$ cat src/rtl/fr_mode_pkg.sv
package fr_mode_pkg;

    typedef enum logic [2:0] {
        MV_NONE     = 3'd0,
        MV_FROM_SYS = 3'd1,
        MV_TO_SYS   = 3'd2,
        MV_FROM_FPU = 3'd3,
        MV_TO_FPU   = 3'd4
    } mv_op_e;

    // Action set that the decoder produces for one request
    typedef struct packed {
        logic cfg_rd;
        logic cfg_wr;
        logic fr_rd;
        logic fr_clr;
        logic fr_set;
        logic fcr_fwd;
        logic need_perm;
        logic unpred;
    } mv_act_t;

    function automatic logic is_fcr_store(input logic [4:0] idx);
        return (idx == 5'd25) || (idx == 5'd26) || (idx == 5'd28) || (idx == 5'd31);
    endfunction

    function automatic logic is_fcr_load(input logic [4:0] idx);
        return is_fcr_store(idx) || (idx == 5'd0);
    endfunction

endpackage

$ cat src/rtl/fr_req_decode.sv
module fr_req_decode
    import fr_mode_pkg::*;
#(
    parameter int CFG_REG  = 16,
    parameter int CFG_SEL  = 5,
    parameter int CLR_REG  = 1,
    parameter int SET_REG  = 4,
    parameter int MODE_REG = 1
) (
    input  logic          valid,
    input  logic [2:0]    op,
    input  logic [4:0]    reg_idx,
    input  logic [2:0]    sel,
    input  logic [4:0]    rt,
    input  logic          cap,
    output mv_act_t       act
);
    localparam logic [4:0] CfgReg  = 5'(CFG_REG);
    localparam logic [2:0] CfgSel  = 3'(CFG_SEL);
    localparam logic [4:0] ClrReg  = 5'(CLR_REG);
    localparam logic [4:0] SetReg  = 5'(SET_REG);
    localparam logic [4:0] ModeReg = 5'(MODE_REG);

    logic cfg_hit;
    logic switch_form;

    assign cfg_hit     = (reg_idx == CfgReg) && (sel == CfgSel);
    assign switch_form = ((reg_idx == ClrReg) || (reg_idx == SetReg)) && (rt == 5'd0) && cap;

    always_comb begin
        act = '0;
        if (valid) begin
            case (mv_op_e'(op))
                MV_FROM_SYS: act.cfg_rd = cfg_hit;
                MV_TO_SYS:   act.cfg_wr = cfg_hit;
                MV_FROM_FPU: begin
                    if (reg_idx == ModeReg && cap) begin
                        act.fr_rd     = 1'b1;
                        act.need_perm = 1'b1;
                    end else if (!is_fcr_load(reg_idx)) begin
                        act.unpred = 1'b1;
                    end
                end
                MV_TO_FPU: begin
                    if (is_fcr_store(reg_idx)) begin
                        act.fcr_fwd = 1'b1;
                    end else if (switch_form) begin
                        act.fr_clr    = (reg_idx == ClrReg);
                        act.fr_set    = (reg_idx == SetReg);
                        act.need_perm = 1'b1;
                    end else begin
                        act.unpred = 1'b1;
                    end
                end
                default: act = '0;
            endcase
        end
    end

endmodule

$ cat src/rtl/fr_cfg_wmask.sv
module fr_cfg_wmask #(
    parameter int XLEN    = 32,
    parameter int UFR_BIT = 2
) (
    input  logic            cap,
    input  logic [XLEN-1:0] wdata,
    output logic [XLEN-1:0] wval
);
    localparam logic [XLEN-1:0] PermMask = XLEN'(1) << UFR_BIT;

    assign wval = cap ? wdata : (wdata & ~PermMask);

endmodule

$ cat src/rtl/fr_rd_mux.sv
module fr_rd_mux #(
    parameter int XLEN = 32
) (
    input  logic            cfg_rd,
    input  logic            fr_rd,
    input  logic [XLEN-1:0] cfg_val,
    input  logic            fr_val,
    output logic            rd_valid,
    output logic [XLEN-1:0] rd_data
);
    always_comb begin
        rd_valid = cfg_rd | fr_rd;
        rd_data  = '0;
        if (cfg_rd) begin
            rd_data = cfg_val;
        end else if (fr_rd) begin
            rd_data = {{(XLEN-1){1'b0}}, fr_val};
        end
    end

endmodule

$ cat src/rtl/fr_mode_ctrl.sv
module fr_mode_ctrl
    import fr_mode_pkg::*;
#(
    parameter int XLEN           = 32,
    parameter int UFR_BIT        = 2,
    parameter int CFG_REG        = 16,
    parameter int CFG_SEL        = 5,
    parameter int HAS_UFR_SWITCH = 1,
    parameter int FR_RESET       = 0
) (
    input  logic            clk,
    input  logic            rst_n,
    input  logic            req_valid,
    input  logic [2:0]      req_op,
    input  logic [4:0]      req_reg,
    input  logic [2:0]      req_sel,
    input  logic [4:0]      req_rt,
    input  logic [XLEN-1:0] req_wdata,
    output logic            rd_valid,
    output logic [XLEN-1:0] rd_data,
    output logic            status_fr,
    output logic            cap_ufrp,
    output logic            ri_exc,
    output logic            unpred,
    output logic            fcr_wr_en,
    output logic [4:0]      fcr_wr_idx,
    output logic [XLEN-1:0] fcr_wr_data
);
    typedef struct packed {
        logic [XLEN-1:0] cfg5;
        logic            fr;
        logic            cap;
    } st_t;

    st_t             st_d, st_q;
    mv_act_t         act;
    logic [XLEN-1:0] cfg_wval;
    logic [XLEN-1:0] cfg5_q;
    logic            perm;
    logic            exc;

    fr_req_decode #(
        .CFG_REG (CFG_REG),
        .CFG_SEL (CFG_SEL)
    ) u_dec (
        .valid   (req_valid),
        .op      (req_op),
        .reg_idx (req_reg),
        .sel     (req_sel),
        .rt      (req_rt),
        .cap     (st_q.cap),
        .act     (act)
    );

    fr_cfg_wmask #(
        .XLEN    (XLEN),
        .UFR_BIT (UFR_BIT)
    ) u_wmask (
        .cap   (st_q.cap),
        .wdata (req_wdata),
        .wval  (cfg_wval)
    );

    fr_rd_mux #(
        .XLEN (XLEN)
    ) u_rd (
        .cfg_rd   (act.cfg_rd),
        .fr_rd    (act.fr_rd & perm),
        .cfg_val  (st_q.cfg5),
        .fr_val   (st_q.fr),
        .rd_valid (rd_valid),
        .rd_data  (rd_data)
    );

    assign perm = st_q.cfg5[UFR_BIT];
    assign exc  = act.need_perm & ~perm;

    always_comb begin
        st_d = st_q;
        if (!exc) begin
            if (act.cfg_wr) st_d.cfg5 = cfg_wval;
            if (act.fr_clr) st_d.fr   = 1'b0;
            if (act.fr_set) st_d.fr   = 1'b1;
        end
    end

    always_ff @(posedge clk or negedge rst_n) begin
        if (!rst_n) begin
            st_q.cfg5 <= '0;
            st_q.fr   <= 1'(FR_RESET);
            st_q.cap  <= 1'(HAS_UFR_SWITCH);
        end else begin
            st_q <= st_d;
        end
    end

    assign cfg5_q      = st_q.cfg5;
    assign status_fr   = st_q.fr;
    assign cap_ufrp    = st_q.cap;
    assign ri_exc      = exc;
    assign unpred      = act.unpred;
    assign fcr_wr_en   = act.fcr_fwd;
    assign fcr_wr_idx  = req_reg;
    assign fcr_wr_data = req_wdata;

endmodule

$ cat config.mk
export PLATFORM = sky130hd
export DESIGN_NAME = fr_mode_ctrl
export DESIGN_NICKNAME = d
export VERILOG_FILES = /design/src/rtl/fr_mode_pkg.sv /design/src/rtl/fr_req_decode.sv /design/src/rtl/fr_cfg_wmask.sv /design/src/rtl/fr_rd_mux.sv /design/src/rtl/fr_mode_ctrl.sv
export SDC_FILE = /design/constraint.sdc
export NUM_CORES = 1
export LEC_CHECK = 0
export BUFFER_PORTS_ARGS = -buffer_cell sky130_fd_sc_hd__clkbuf_2
export CAP_MARGIN = 0
export CORE_MARGIN = 2
export CORE_UTILIZATION = 46
export DETAILED_ROUTE_END_ITERATION = 10
export GPL_TIMING_DRIVEN = 0
export PLACE_DENSITY = 0.86
export SLEW_MARGIN = 10
export SYNTH_ARGS = -nofsm -noshare
export SYNTH_HDL_FRONTEND = slang
export SYNTH_SLANG_ARGS = --single-unit
$ cat constraint.sdc
create_clock -name clk -period 9.2 [get_ports clk]
set_input_delay 2.76 -clock clk [delete_from_list [all_inputs] [get_ports clk]]
set_output_delay 2.76 -clock clk [all_outputs]
set_load 0.05 [all_outputs]
---- After elaboration in Yosys (flattened, before gate mapping) ----
Cells that the tools add are included.
cells by class
  equality and inequality tests ........... 12
  muxes and demuxes ....................... 19
  bitwise operators ....................... 5
  reduce and logical (&&, ||, !) cells .... 12
operators by type and width
  cell                count
  $mux 32             1
  $eq 5x5->1 const B  5
  $mux 1              12
  $logic_not 5->1     2
  $mux 8              1
  $eq 3x2->1 const B  2
  $eq 3x3->1 const B  2
  $mux 2              3
  $eq 5x1->1 const B  1
  $eq 5x3->1 const B  1
  $logic_or 1x1->1    5
  $pmux 2 s2          1
  $reduce_and 2->1    2
  $eq 3x1->1 const B  1
  $mux 3              1
  $and 1x1->1         2
  $logic_and 1x1->1   2
  $not 1->1           2
  $reduce_bool 2->1   1
  $or 1x1->1          1
word-level totals
  register bits ........................... 33
  input bits .............................. 51
  output and inout port bits .............. 75
  logic and storage cells ................. 50

---- Logic depth before layout (Yosys ltp) ----
Gate-level depths: netlist of run 1.
  depth in word-level cells ............... 12
  depth in mapped cells ................... 5

---- By module ----
Synthesis of run 1 repeated with hierarchy kept, for this count alone.
second synthesis, totals
  cells, all modules ...................... 215
  area, all modules ....................... 2392.3 µm²
by module, submodules not included
  module         times used  cells an instance  area each (µm²)  seq. area each (µm²)
  fr_mode_ctrl   1           116                1704.1           825.8
  fr_rd_mux      1           38                 241.5            0.0
  fr_cfg_wmask   1           32                 239.0            0.0
  fr_req_decode  1           29                 207.7            0.0

---- Worst setup path after synthesis of run 1 ----
No wires, ideal clock.
  kind .................................... input to output
  start point ............................. input req_rt[0]
  end point ............................... output ri_exc
  arrival ................................. 4.275 ns
  path slack .............................. 2.165 ns
  stages on the path ...................... 4
  path buffers ............................ 0
  cells stage by stage .................... or4_4 > or3_4 > a21oi_1 > o2111a_1
between the ends
  longest elaborated chain between the ends .. 7
RTL lines
  element            RTL line             text
  start, declared    fr_mode_ctrl.sv:17   input logic [4:0] req_rt,
  $logic_not 5->1    fr_req_decode.sv:28  assign switch_form = ((reg_idx == ClrReg) || (reg_idx == SetReg)) && (rt == 5'd0) && cap;
  $logic_and 1x1->1  fr_req_decode.sv:28
  $mux 1             fr_req_decode.sv:47  end else if (switch_form) begin
  $mux 2             fr_req_decode.sv:45  if (is_fcr_store(reg_idx)) begin
  $pmux 2 s2         fr_req_decode.sv:33  case (mv_op_e'(op))
  $mux 8             fr_req_decode.sv:32  if (valid) begin
  $and 1x1->1        fr_mode_ctrl.sv:76   assign exc = act.need_perm & ~perm;
  end, declared      fr_mode_ctrl.sv:23   output logic ri_exc,
No other way between the ends.

---- Worst setup path in the final report of run 1 ----
  start point ............................. input req_reg[2]
  end point ............................... output rd_data[9]
between the ends
  longest elaborated chain between the ends .. 5
RTL lines
  element            RTL line             text
  start, declared    fr_mode_ctrl.sv:15   input logic [4:0] req_reg,
  $eq 5x5->1         fr_req_decode.sv:27  assign cfg_hit = (reg_idx == CfgReg) && (sel == CfgSel);
  $logic_and 1x1->1  fr_req_decode.sv:27
  $mux 1             fr_req_decode.sv:33
  $mux 8             fr_req_decode.sv:32
  $mux 32            fr_rd_mux.sv:14      if (cfg_rd) begin
  end, declared      fr_mode_ctrl.sv:20   output logic [XLEN-1:0] rd_data,
No other way between the ends.

==> results_dict.tcl, run 1 <==
set metrics [dict create \
    peakVddDrop_uv 103 \
    post_cts_resize_count 0 \
    final_util_pct 67.5 \
    worstHoldStart "cfg5_q[15]" \
    required_ns 6.44 \
    netlist_area_um2 1950 \
    postSynthAreaPerCell_um2 11.0 \
    critPathLaunchType "input pin" \
    gp_congestion 0.914 \
    cts_tree "yes" \
    netlist_instances 177 \
    drt-wirelength-per-cell_um 11.7 \
    ys_seq_elements 33 \
    antenna_found_initial 0 \
    worstPathCellList "clkbuf_2, nor4bb_1, and4b_1, and3b_1, clkbuf_1, and2_1, clkbuf_2" \
    yosys_warnings 0 \
    max_freq_mhz 136 \
    yosys.area_share.simple_pct 17.8 \
    die_h_um 69.1 \
    fin_area_um2 2720 \
    io_pins 126 \
    hpwl_um 3490 \
    core_um2 4030 \
    setup_violations 0 \
    cts_sinks 33 \
    multi_input_area_um2 797 \
    placementRows 23 \
    ctsHoldBuffers 0 \
    final-seq-area_um2 826 \
    run_status "finished, final reports clean" \
    start_util_pct 48.4 \
    fin_crit_sh_pct 79.8 \
    cpPeakStageDelay_ns 0.35 \
    crit_path_end_kind "output port" \
    drt_wl_total_um 4210 \
    path_delay_family "simple AND/OR/NAND/NOR gates" \
    insertedDiodeCount 0 \
    r2r_slack_ns 8.20 \
    ys_seq_area_share_pct 42.4 \
    htree_levels 2 \
    maxSlewHeadroom_pct 46.8 \
    total_power_mw 0.328 \
    timing.final.max_slew_violations 0 \
    clkTransAtPathRegs_ns 0.06 \
    rsz0062_at_grt "no" \
    setup_tns_ns 0 \
    layout_min_cycle_time_ns 7.34 \
    crit_path_top_delay_cell "clkbuf_1" \
    synth_top_family_by_area "multiplexers" \
    first_iter_violations 75 \
    clk_latency_ns 0.27 \
    die_area_um2 4770 \
    critPathKind "input pin to output port" \
    cts_buffer_depth 2 \
    min_path_type "flop to flop" \
    leakage_nw 1.62 \
    synth_compound_area_share_pct 3.47 \
    vias 1664 \
    synth_xor_area_share_pct 0.899 \
    synthMuxAreaShare_pct 18.5 \
    cts_setup_buffers 0 \
    crit_arrival_ns 4.58 \
    path_buf_inv 3 \
    die_w_um 69.1 \
    drive_gt1_share_pct 67.2 \
    r2r-start "cfg5_q[2]" \
    synthDistinctLibCells 32 \
    portBuffers 124 \
    drc_errors 0 \
    grt_pass1_wl_um 6920 \
    final_nets 359 \
    fin_skew_ns 0.00230 \
    dr.pass1.iters 4 \
    cts_buffers 5 \
    placed_area_um2 2630 \
    critPathLaunch "req_reg[2]" \
    max_cap_viol_count 0 \
    layoutNonFillerInstCount 358 \
    cp_max_fo 10 \
    dp.cells 351 \
    grt_usage_pct 17.9 \
    fill_cells 333 \
    root_buffer "clkbuf_8" \
    vias_per_cell 4.65 \
    areaGrowthSynthToFinish_pct 39.5 \
    syn_nets 228 \
    synthAdderAreaFrac_pct 0 \
    grt_pass1_vias 1593 \
    tightest_slew_ns 0.797 \
    worst_path_most_repeated_cell "clkbuf_2" \
    pwr_density_cell_nw_per_um2 121 \
    antenna_left 0 \
    grt_start_max_net_pins 34 \
    hold_viol 0 \
    grt_overflow_total 0 \
]
## per-layer routing
metal | vias to the layer above | GRT usage [%] | wire length (µm)
met5 | - | 0 | 0
li1 | 826 | - | -
met2 | 64 | 32.5 | 2230
met4 | 0 | 6.54 | 58
met3 | 6 | 4.09 | 284
met1 | 768 | 20.3 | 1630
## synth_stat cells, drive strengths merged
| cell type | instances | share of area (%) |
|---|---|---|
| and3b | 2 | 0.90 |
| nand3 | 2 | 0.51 |
| clkbuf | 3 | 0.58 |
| o31ai | 1 | 0.39 |
| nor2 | 2 | 0.39 |
| or3b | 1 | 0.45 |
| buf | 41 | 15 |
| nor4bb | 1 | 0.51 |
| or2 | 1 | 0.32 |
| inv | 4 | 0.77 |
| nor3 | 3 | 0.77 |
| and2 | 31 | 9.9 |
| nor4b | 1 | 0.45 |
| conb | 1 | 0.19 |
| or3 | 1 | 0.58 |
| a21oi | 2 | 0.51 |
| o21ai | 1 | 0.26 |
| dfrtp | 33 | 42 |
| xnor2 | 2 | 0.90 |
| nand2b | 2 | 0.64 |
| mux2 | 32 | 18 |
| a21o | 1 | 0.39 |
| a32oi | 1 | 0.45 |
| or4 | 1 | 0.58 |
| a22o | 1 | 0.45 |
| o31a | 1 | 0.45 |
| o2111a | 1 | 0.58 |
| nand3b | 2 | 0.96 |
| and3 | 1 | 0.32 |
| and4b | 1 | 0.51 |
## cells in the final DEF (no fill, tap or decap), drive strengths merged
| master | synthesis | routed |
|---|---|---|
| a32oi | 1 | 1 |
| o31ai | 1 | 1 |
| o31a | 1 | 1 |
| nor4b | 1 | 1 |
| nor4bb | 1 | 1 |
| nand3b | 2 | 2 |
| buf | 41 | 41 |
| or2 | 1 | 1 |
| and4b | 1 | 1 |
| nor3 | 3 | 3 |
| inv | 4 | 4 |
| a21oi | 2 | 2 |
| or4 | 1 | 1 |
| and3 | 1 | 1 |
| or3 | 1 | 1 |
| nor2 | 2 | 2 |
| nand2b | 2 | 2 |
| conb | 1 | 1 |
| and3b | 2 | 2 |
| o21ai | 1 | 1 |
| or3b | 1 | 1 |
| mux2 | 32 | 32 |
| clkbuf | 3 | 134 |
| and2 | 31 | 31 |
| o2111a | 1 | 1 |
| a22o | 1 | 1 |
| xnor2 | 2 | 2 |
| dfrtp | 33 | 33 |
| nand3 | 2 | 2 |
| a21o | 1 | 1 |
## path summary, 6_finish.rpt
kind | endpoint | cells past startpoint
max | rd_data[9] | 7
max in group asynchronous | cfg5_q[16] | 1
min | cfg5_q[15] | 1
min reg2reg | cfg5_q[15] | 1
min in group asynchronous | cfg5_q[26] | 1
max reg2reg | status_fr | 3
## through the flow
step | hold slack [ns] | worst slack, ns
finish | 0.497 | 1.86
global route | 0.506 | 1.66
CTS | 0.500 | 1.85
detailed placement | 0.486 | 1.85
global placement | 0.478 | 1.85
floorplan | 0.470 | 2.16
## flip-flops by register name, indices dropped and copies added (netlist names)
| register | flops |
|---|---|
| cfg5_q | 32 |
| status_fr | 1 |
## kinds of logic after synthesis
family,count (synthesis)
and+or+nand+nor,52
xor gates and xnor gates,2
buffers and inverters,48
AOI/OAI and AO/OA,9
DFF,33
muxes,32
other,1
## layout make-up
class	count	area share, %
Timing Repair Buffer	124	22.8
Tap cell	50	2.30
Multi-Input combinational cell	96	29.3
Inverter	4	0.552
Sequential cell	33	30.4
Clock buffer	7	3.18
Buffer	44	11.5
## power by group
part / switching (mW) / internal [mW] / leakage, nW
combinational: 0.0484 / 0.0265 / 1.11
clock: 0.0470 / 0.0593 / 0.0443
sequential: 0.000451 / 0.146 / 0.461
No activity file was read; power rests on OpenSTA's default activity.
==> inputs of run 2 (changes only) <==
--- a/config.mk
+++ b/config.mk
@@ -8,10 +8,10 @@
 export BUFFER_PORTS_ARGS = -buffer_cell sky130_fd_sc_hd__clkbuf_2
 export CAP_MARGIN = 0
 export CORE_MARGIN = 2
-export CORE_UTILIZATION = 46
+export CORE_UTILIZATION = 42
 export DETAILED_ROUTE_END_ITERATION = 10
 export GPL_TIMING_DRIVEN = 0
-export PLACE_DENSITY = 0.86
+export PLACE_DENSITY = 0.8
 export SLEW_MARGIN = 10
 export SYNTH_ARGS = -nofsm -noshare
 export SYNTH_HDL_FRONTEND = slang
==> constraint.sdc (replaced) <==
create_clock -name clk -period 6.8 [get_ports clk]
set_input_delay 2.04 -clock clk [delete_from_list [all_inputs] [get_ports clk]]
set_output_delay 2.04 -clock clk [all_outputs]
set_load 0.05 [all_outputs]
==> run 2 against run 1 <==
Sequential share of layout area fell by 0.19 points. Critical endpoint is now rd_data[7]. Combinational power rose by 35%. Sequential cell count unchanged. Routed wire length rose by 3.2%. Clock skew decreased by 0.0011 ns. Total power is 40% higher. Worst hold slack worse by 0.00051 ns.
==> results_dict.tcl, run 2 (synthesis results as in run 1) <==
set metrics [dict create \
    fill_cells 408 \
    crit_cells 7 \
    largest_register_ff_count 32 \
    path_delay_family "simple AND/OR/NAND/NOR gates" \
    vias_per_cell 4.59 \
    final-seq-area_um2 826 \
    max_cap_viol_count 0 \
    post_cts_resize_count 0 \
    final_nets 359 \
    multi_input_area_um2 797 \
    critPathKind "input pin to output port" \
    setup_slack_ns 0.918 \
    dr.pass1.iters 4 \
    insertedDiodeCount 0 \
    setup_violations 0 \
    timing.final.max_slew_violations 0 \
    cts_setup_buffers 0 \
    fin_area_um2 2740 \
    critPathLaunchType "input pin" \
    cts_buffers 5 \
    drt-wirelength-per-cell_um 12.0 \
    hold_path_depth 1 \
    min_path_type "flop to flop" \
    cpPeakStageDelay_ns 0.35 \
    grt_pass1_vias 1561 \
    holdPathEnd "cfg5_q[9]" \
    r2r-start "cfg5_q[2]" \
    drive_gt1_share_pct 67.6 \
    grt_pass1_wl_um 6840 \
    areaGrowthSynthToFinish_pct 40.4 \
    r2r-end "status_fr" \
    final_cell_mix "124 x clkbuf_2, 38 x buf_4, 33 x dfrtp_1, 32 x mux2_2, 31 x and2_1" \
    maxSlewHeadroom_pct 45.1 \
    die_area_um2 5200 \
    placed_area_um2 2640 \
    die_w_um 72.1 \
    rsz0062_at_grt "no" \
    hold_viol 0 \
    required_ns 4.76 \
    reg2reg_depth 3 \
    die_h_um 72.1 \
    worst_path_most_repeated_cell "clkbuf_2" \
    run_status "finished, final reports clean" \
    pwr_density_cell_nw_per_um2 168 \
    leakage_nw 1.63 \
    vias 1658 \
    antenna_found_initial 0 \
    htree_levels 2 \
    grt_overflow_total 0 \
    tightest_slew_ns 0.823 \
    portBuffers 124 \
    cts_tree "yes" \
    setup_tns_ns 0 \
    clkTransAtPathRegs_ns 0.07 \
    worstHoldStart "cfg5_q[9]" \
    crit_path_top_delay_cell "clkbuf_1" \
    clk_latency_ns 0.28 \
    cts_sinks 33 \
    r2r_slack_ns 5.77 \
    crit_arrival_ns 3.84 \
    path_buf_inv 3 \
    final_common_cell "clkbuf_2" \
    io_pins 126 \
    drc_errors 0 \
    cp_max_fo 10 \
    place_ws_ns 0.869 \
    ctsHoldBuffers 0 \
    peakVddDrop_uv 107 \
    grt_start_max_net_pins 34 \
    start_util_pct 44.2 \
    drt_wl_total_um 4340 \
    first_iter_violations 78 \
    placementRows 24 \
    antenna_left 0 \
    root_buffer "clkbuf_8" \
    layout_min_cycle_time_ns 5.88 \
    fin_crit_sh_pct 86.5 \
    worstPathCellList "clkbuf_2, nor4bb_1, and4b_1, and3b_1, clkbuf_1, and2_1, clkbuf_2" \
    fin_skew_ns 0.00118 \
    crit_path_end_kind "output port" \
    gp_congestion 0.766 \
    cts_buffer_depth 2 \
    core_um2 4410 \
    grt_usage_pct 17.3 \
    hpwl_um 3530 \
    max_freq_mhz 170 \
]
-- run 2: area by class of cell --
class,count,share of cell area [%]
plain buffers,44,11.4
clock buffers,7,3.52
clock inverters,1,0.183
inverters,4,0.549
multi-input cells,96,29.1
flip-flops and latches,33,30.2
well taps,52,2.38
repair buffers,124,22.7
-- run 2: how the worst max path moves through the flow --
stage	startpoint	to	slack [ns]
final	req_reg[2]	rd_data[7]	0.92
after global placement	req_reg[2]	rd_data[28]	0.88
after global routing	req_reg[2]	rd_data[7]	0.78
after detailed placement	req_reg[2]	rd_data[7]	0.87
after CTS	req_reg[2]	rd_data[7]	0.86
after floorplan	req_rt[0]	ri_exc	1.20
-- run 2: where the power goes --
part,internal (mW),total (mW),switching (mW)
clock,0.0914,0.160,0.0683
sequential,0.198,0.198,0.000634
combinational,0.0358,0.101,0.0653
-- run 2: stage by stage --
stage	cells	total power, mW	hold slack [ns]	utilization [%]
after floorplan	177	0.271	0.470	-
final	361	0.459	0.496	62.0
after CTS	361	0.467	0.500	62.0
after global routing	361	0.480	0.517	62.0
after global placement	353	0.303	0.479	59.7
after detailed placement	353	0.304	0.485	59.7
-- run 2: routing by layer --
metal  track usage [%]  share of wire, %  wire (µm)
met1              19.6                38       1670
met2              30.1                52       2250
met3              6.67               8.8        381
met4              5.03              0.97         42
met5                 0                 0          0
==> inputs of run 3 (changes only) <==
--- a/config.mk
+++ b/config.mk
@@ -8,10 +8,11 @@
 export BUFFER_PORTS_ARGS = -buffer_cell sky130_fd_sc_hd__clkbuf_2
 export CAP_MARGIN = 0
 export CORE_MARGIN = 2
-export CORE_UTILIZATION = 42
+export CORE_UTILIZATION = 46
 export DETAILED_ROUTE_END_ITERATION = 10
 export GPL_TIMING_DRIVEN = 0
-export PLACE_DENSITY = 0.8
+export PLACE_DENSITY = 0.86
+export REMOVE_ABC_BUFFERS = 1
 export SLEW_MARGIN = 10
 export SYNTH_ARGS = -nofsm -noshare
 export SYNTH_HDL_FRONTEND = slang
==> constraint.sdc (replaced) <==
create_clock -name clk -period 7.4 [get_ports clk]
set_input_delay 2.22 -clock clk [delete_from_list [all_inputs] [get_ports clk]]
set_output_delay 2.22 -clock clk [all_outputs]
set_load 0.05 [all_outputs]
==> run 3 against run 2 <==
Die area is 8.2% lower. Final area down 11%. Combinational power fell by 23%. Worst setup slack improved by 0.060 ns. Total power fell by 6.4%. Sequential share of layout area up 3.7 points. Routed wire length down 10%. Via count shrank 8.7%. Largest cell class is now sequential cells. Largest power group unchanged. Highest routed layer unchanged.
==> results_dict.tcl, run 3 (synthesis results as in run 1) <==
set metrics [dict create \
    drt-wirelength-per-cell_um 12.3 \
    insertedDiodeCount 0 \
    layoutNonFillerInstCount 315 \
    cts_buffer_depth 2 \
    total_power_mw 0.430 \
    grt_pass1_wl_um 6330 \
    tightest_slew_ns 0.900 \
    die_h_um 69.1 \
    rsz0062_at_grt "no" \
    final_util_pct 60.5 \
    run_status "finished, final reports clean" \
    start_util_pct 48.4 \
    grt_overflow_total 0 \
    layout_min_cycle_time_ns 6.42 \
    drt_wl_total_um 3890 \
    post_cts_resize_count 0 \
    crit_arrival_ns 4.20 \
    setup_violations 0 \
    worstPathCellList "clkbuf_2, nor4bb_1, and4b_1, and3b_1, a22o_1, clkbuf_2" \
    max_freq_mhz 156 \
    portBuffers 124 \
    drc_errors 0 \
    path_buf_inv 2 \
    min_path_type "flop to flop" \
    dr.pass1.iters 4 \
    antenna_left 0 \
    largest_register_ff_count 32 \
    ctsHoldBuffers 0 \
    grt_start_max_net_pins 34 \
    hpwl_um 3010 \
    die_area_um2 4770 \
    final_common_cell "clkbuf_2" \
    clk_latency_ns 0.27 \
    maxSlewHeadroom_pct 40.0 \
    fill_cells 337 \
    worst_path_most_repeated_cell "clkbuf_2" \
    hold_viol 0 \
    cts_tree "yes" \
    crit_path_top_delay_cell "and3b_1" \
    peakVddDrop_uv 115 \
    antenna_found_initial 0 \
    root_buffer "clkbuf_8" \
    drive_gt1_share_pct 63.0 \
    max_cap_viol_count 0 \
    crit_path_end_kind "output port" \
    cts_setup_buffers 0 \
    setup_tns_ns 0 \
    leakage_nw 1.44 \
    htree_levels 2 \
    grt_usage_pct 16.2 \
    final_cell_mix "124 x clkbuf_2, 33 x dfrtp_1, 32 x mux2_2, 31 x and2_1, 6 x clkbuf_8" \
    core_um2 4030 \
    fin_skew_ns 0.0000245 \
    holdWs_ns 0.497 \
    dp.cells 307 \
    fin_crit_sh_pct 86.8 \
    vias_per_cell 4.81 \
    final_nets 315 \
    first_iter_violations 47 \
    r2r_slack_ns 6.42 \
    grt_pass1_vias 1521 \
    cts_sinks 33 \
    vias 1514 \
    timing.final.max_slew_violations 0 \
    critPathLaunchType "input pin" \
    die_w_um 69.1 \
    gp_congestion 0.814 \
    path_delay_family "simple AND/OR/NAND/NOR gates" \
    pwr_density_cell_nw_per_um2 176 \
    clkTransAtPathRegs_ns 0.06 \
    cts_buffers 5 \
    cp_max_fo 33 \
    critPathKind "input pin to output port" \
    io_pins 126 \
    placementRows 23 \
    cpPeakStageDelay_ns 0.77 \
    required_ns 5.18 \
    areaGrowthSynthToFinish_pct 25.0 \
]
## run 3: power breakdown
part           switching [mW]  internal (mW)
Combinational          0.0575         0.0207
Sequential           0.000572          0.182
Clock                  0.0595          0.110
Total                   0.118          0.312
## run 3: metrics by stage
step	setup slack (ns)	instance area (µm²)
floorplan	1.44	1640
detailed placement	0.932	2320
global placement	0.933	2320
finish	0.979	2440
global route	0.737	2440
CTS	0.921	2440
## run 3: worst paths after layout
| check | from | end | cells past startpoint |
|---|---|---|---|
| setup / recovery | req_reg[2] | rd_data[0] | 6 |
| hold / removal | cfg5_q[25] | cfg5_q[25] | 1 |
| setup reg to reg | cfg5_q[2] | status_fr | 3 |
| hold reg to reg | cfg5_q[25] | cfg5_q[25] | 1 |
| max in group asynchronous | rst_n | cfg5_q[28] | 1 |
| min in group asynchronous | rst_n | cfg5_q[8] | 1 |
## run 3: routing by layer
layer	share of wire (%)	GRT usage, %
met1	41	18.5
met2	49	28.2
met3	7.7	4.09
met4	2.1	7.63
met5	0	0
## run 3: area by class of cell
cell class | count | area, µm² | share of cell area, %
inverters | 4 | 15.0 | 0.616
clock buffers | 7 | 86.3 | 3.54
well taps | 50 | 62.6 | 2.57
multi-input cells | 96 | 797 | 32.7
repair buffers | 124 | 621 | 25.5
clock inverters | 1 | 30.0 | 1.23
flip-flops and latches | 33 | 826 | 33.9
## run 3: worst register-to-register path: cells and delay by family (launching register included)
family          cells  cell delay, ns
compound gates      2            0.41
flops               1            0.37
simple gates        1            0.12
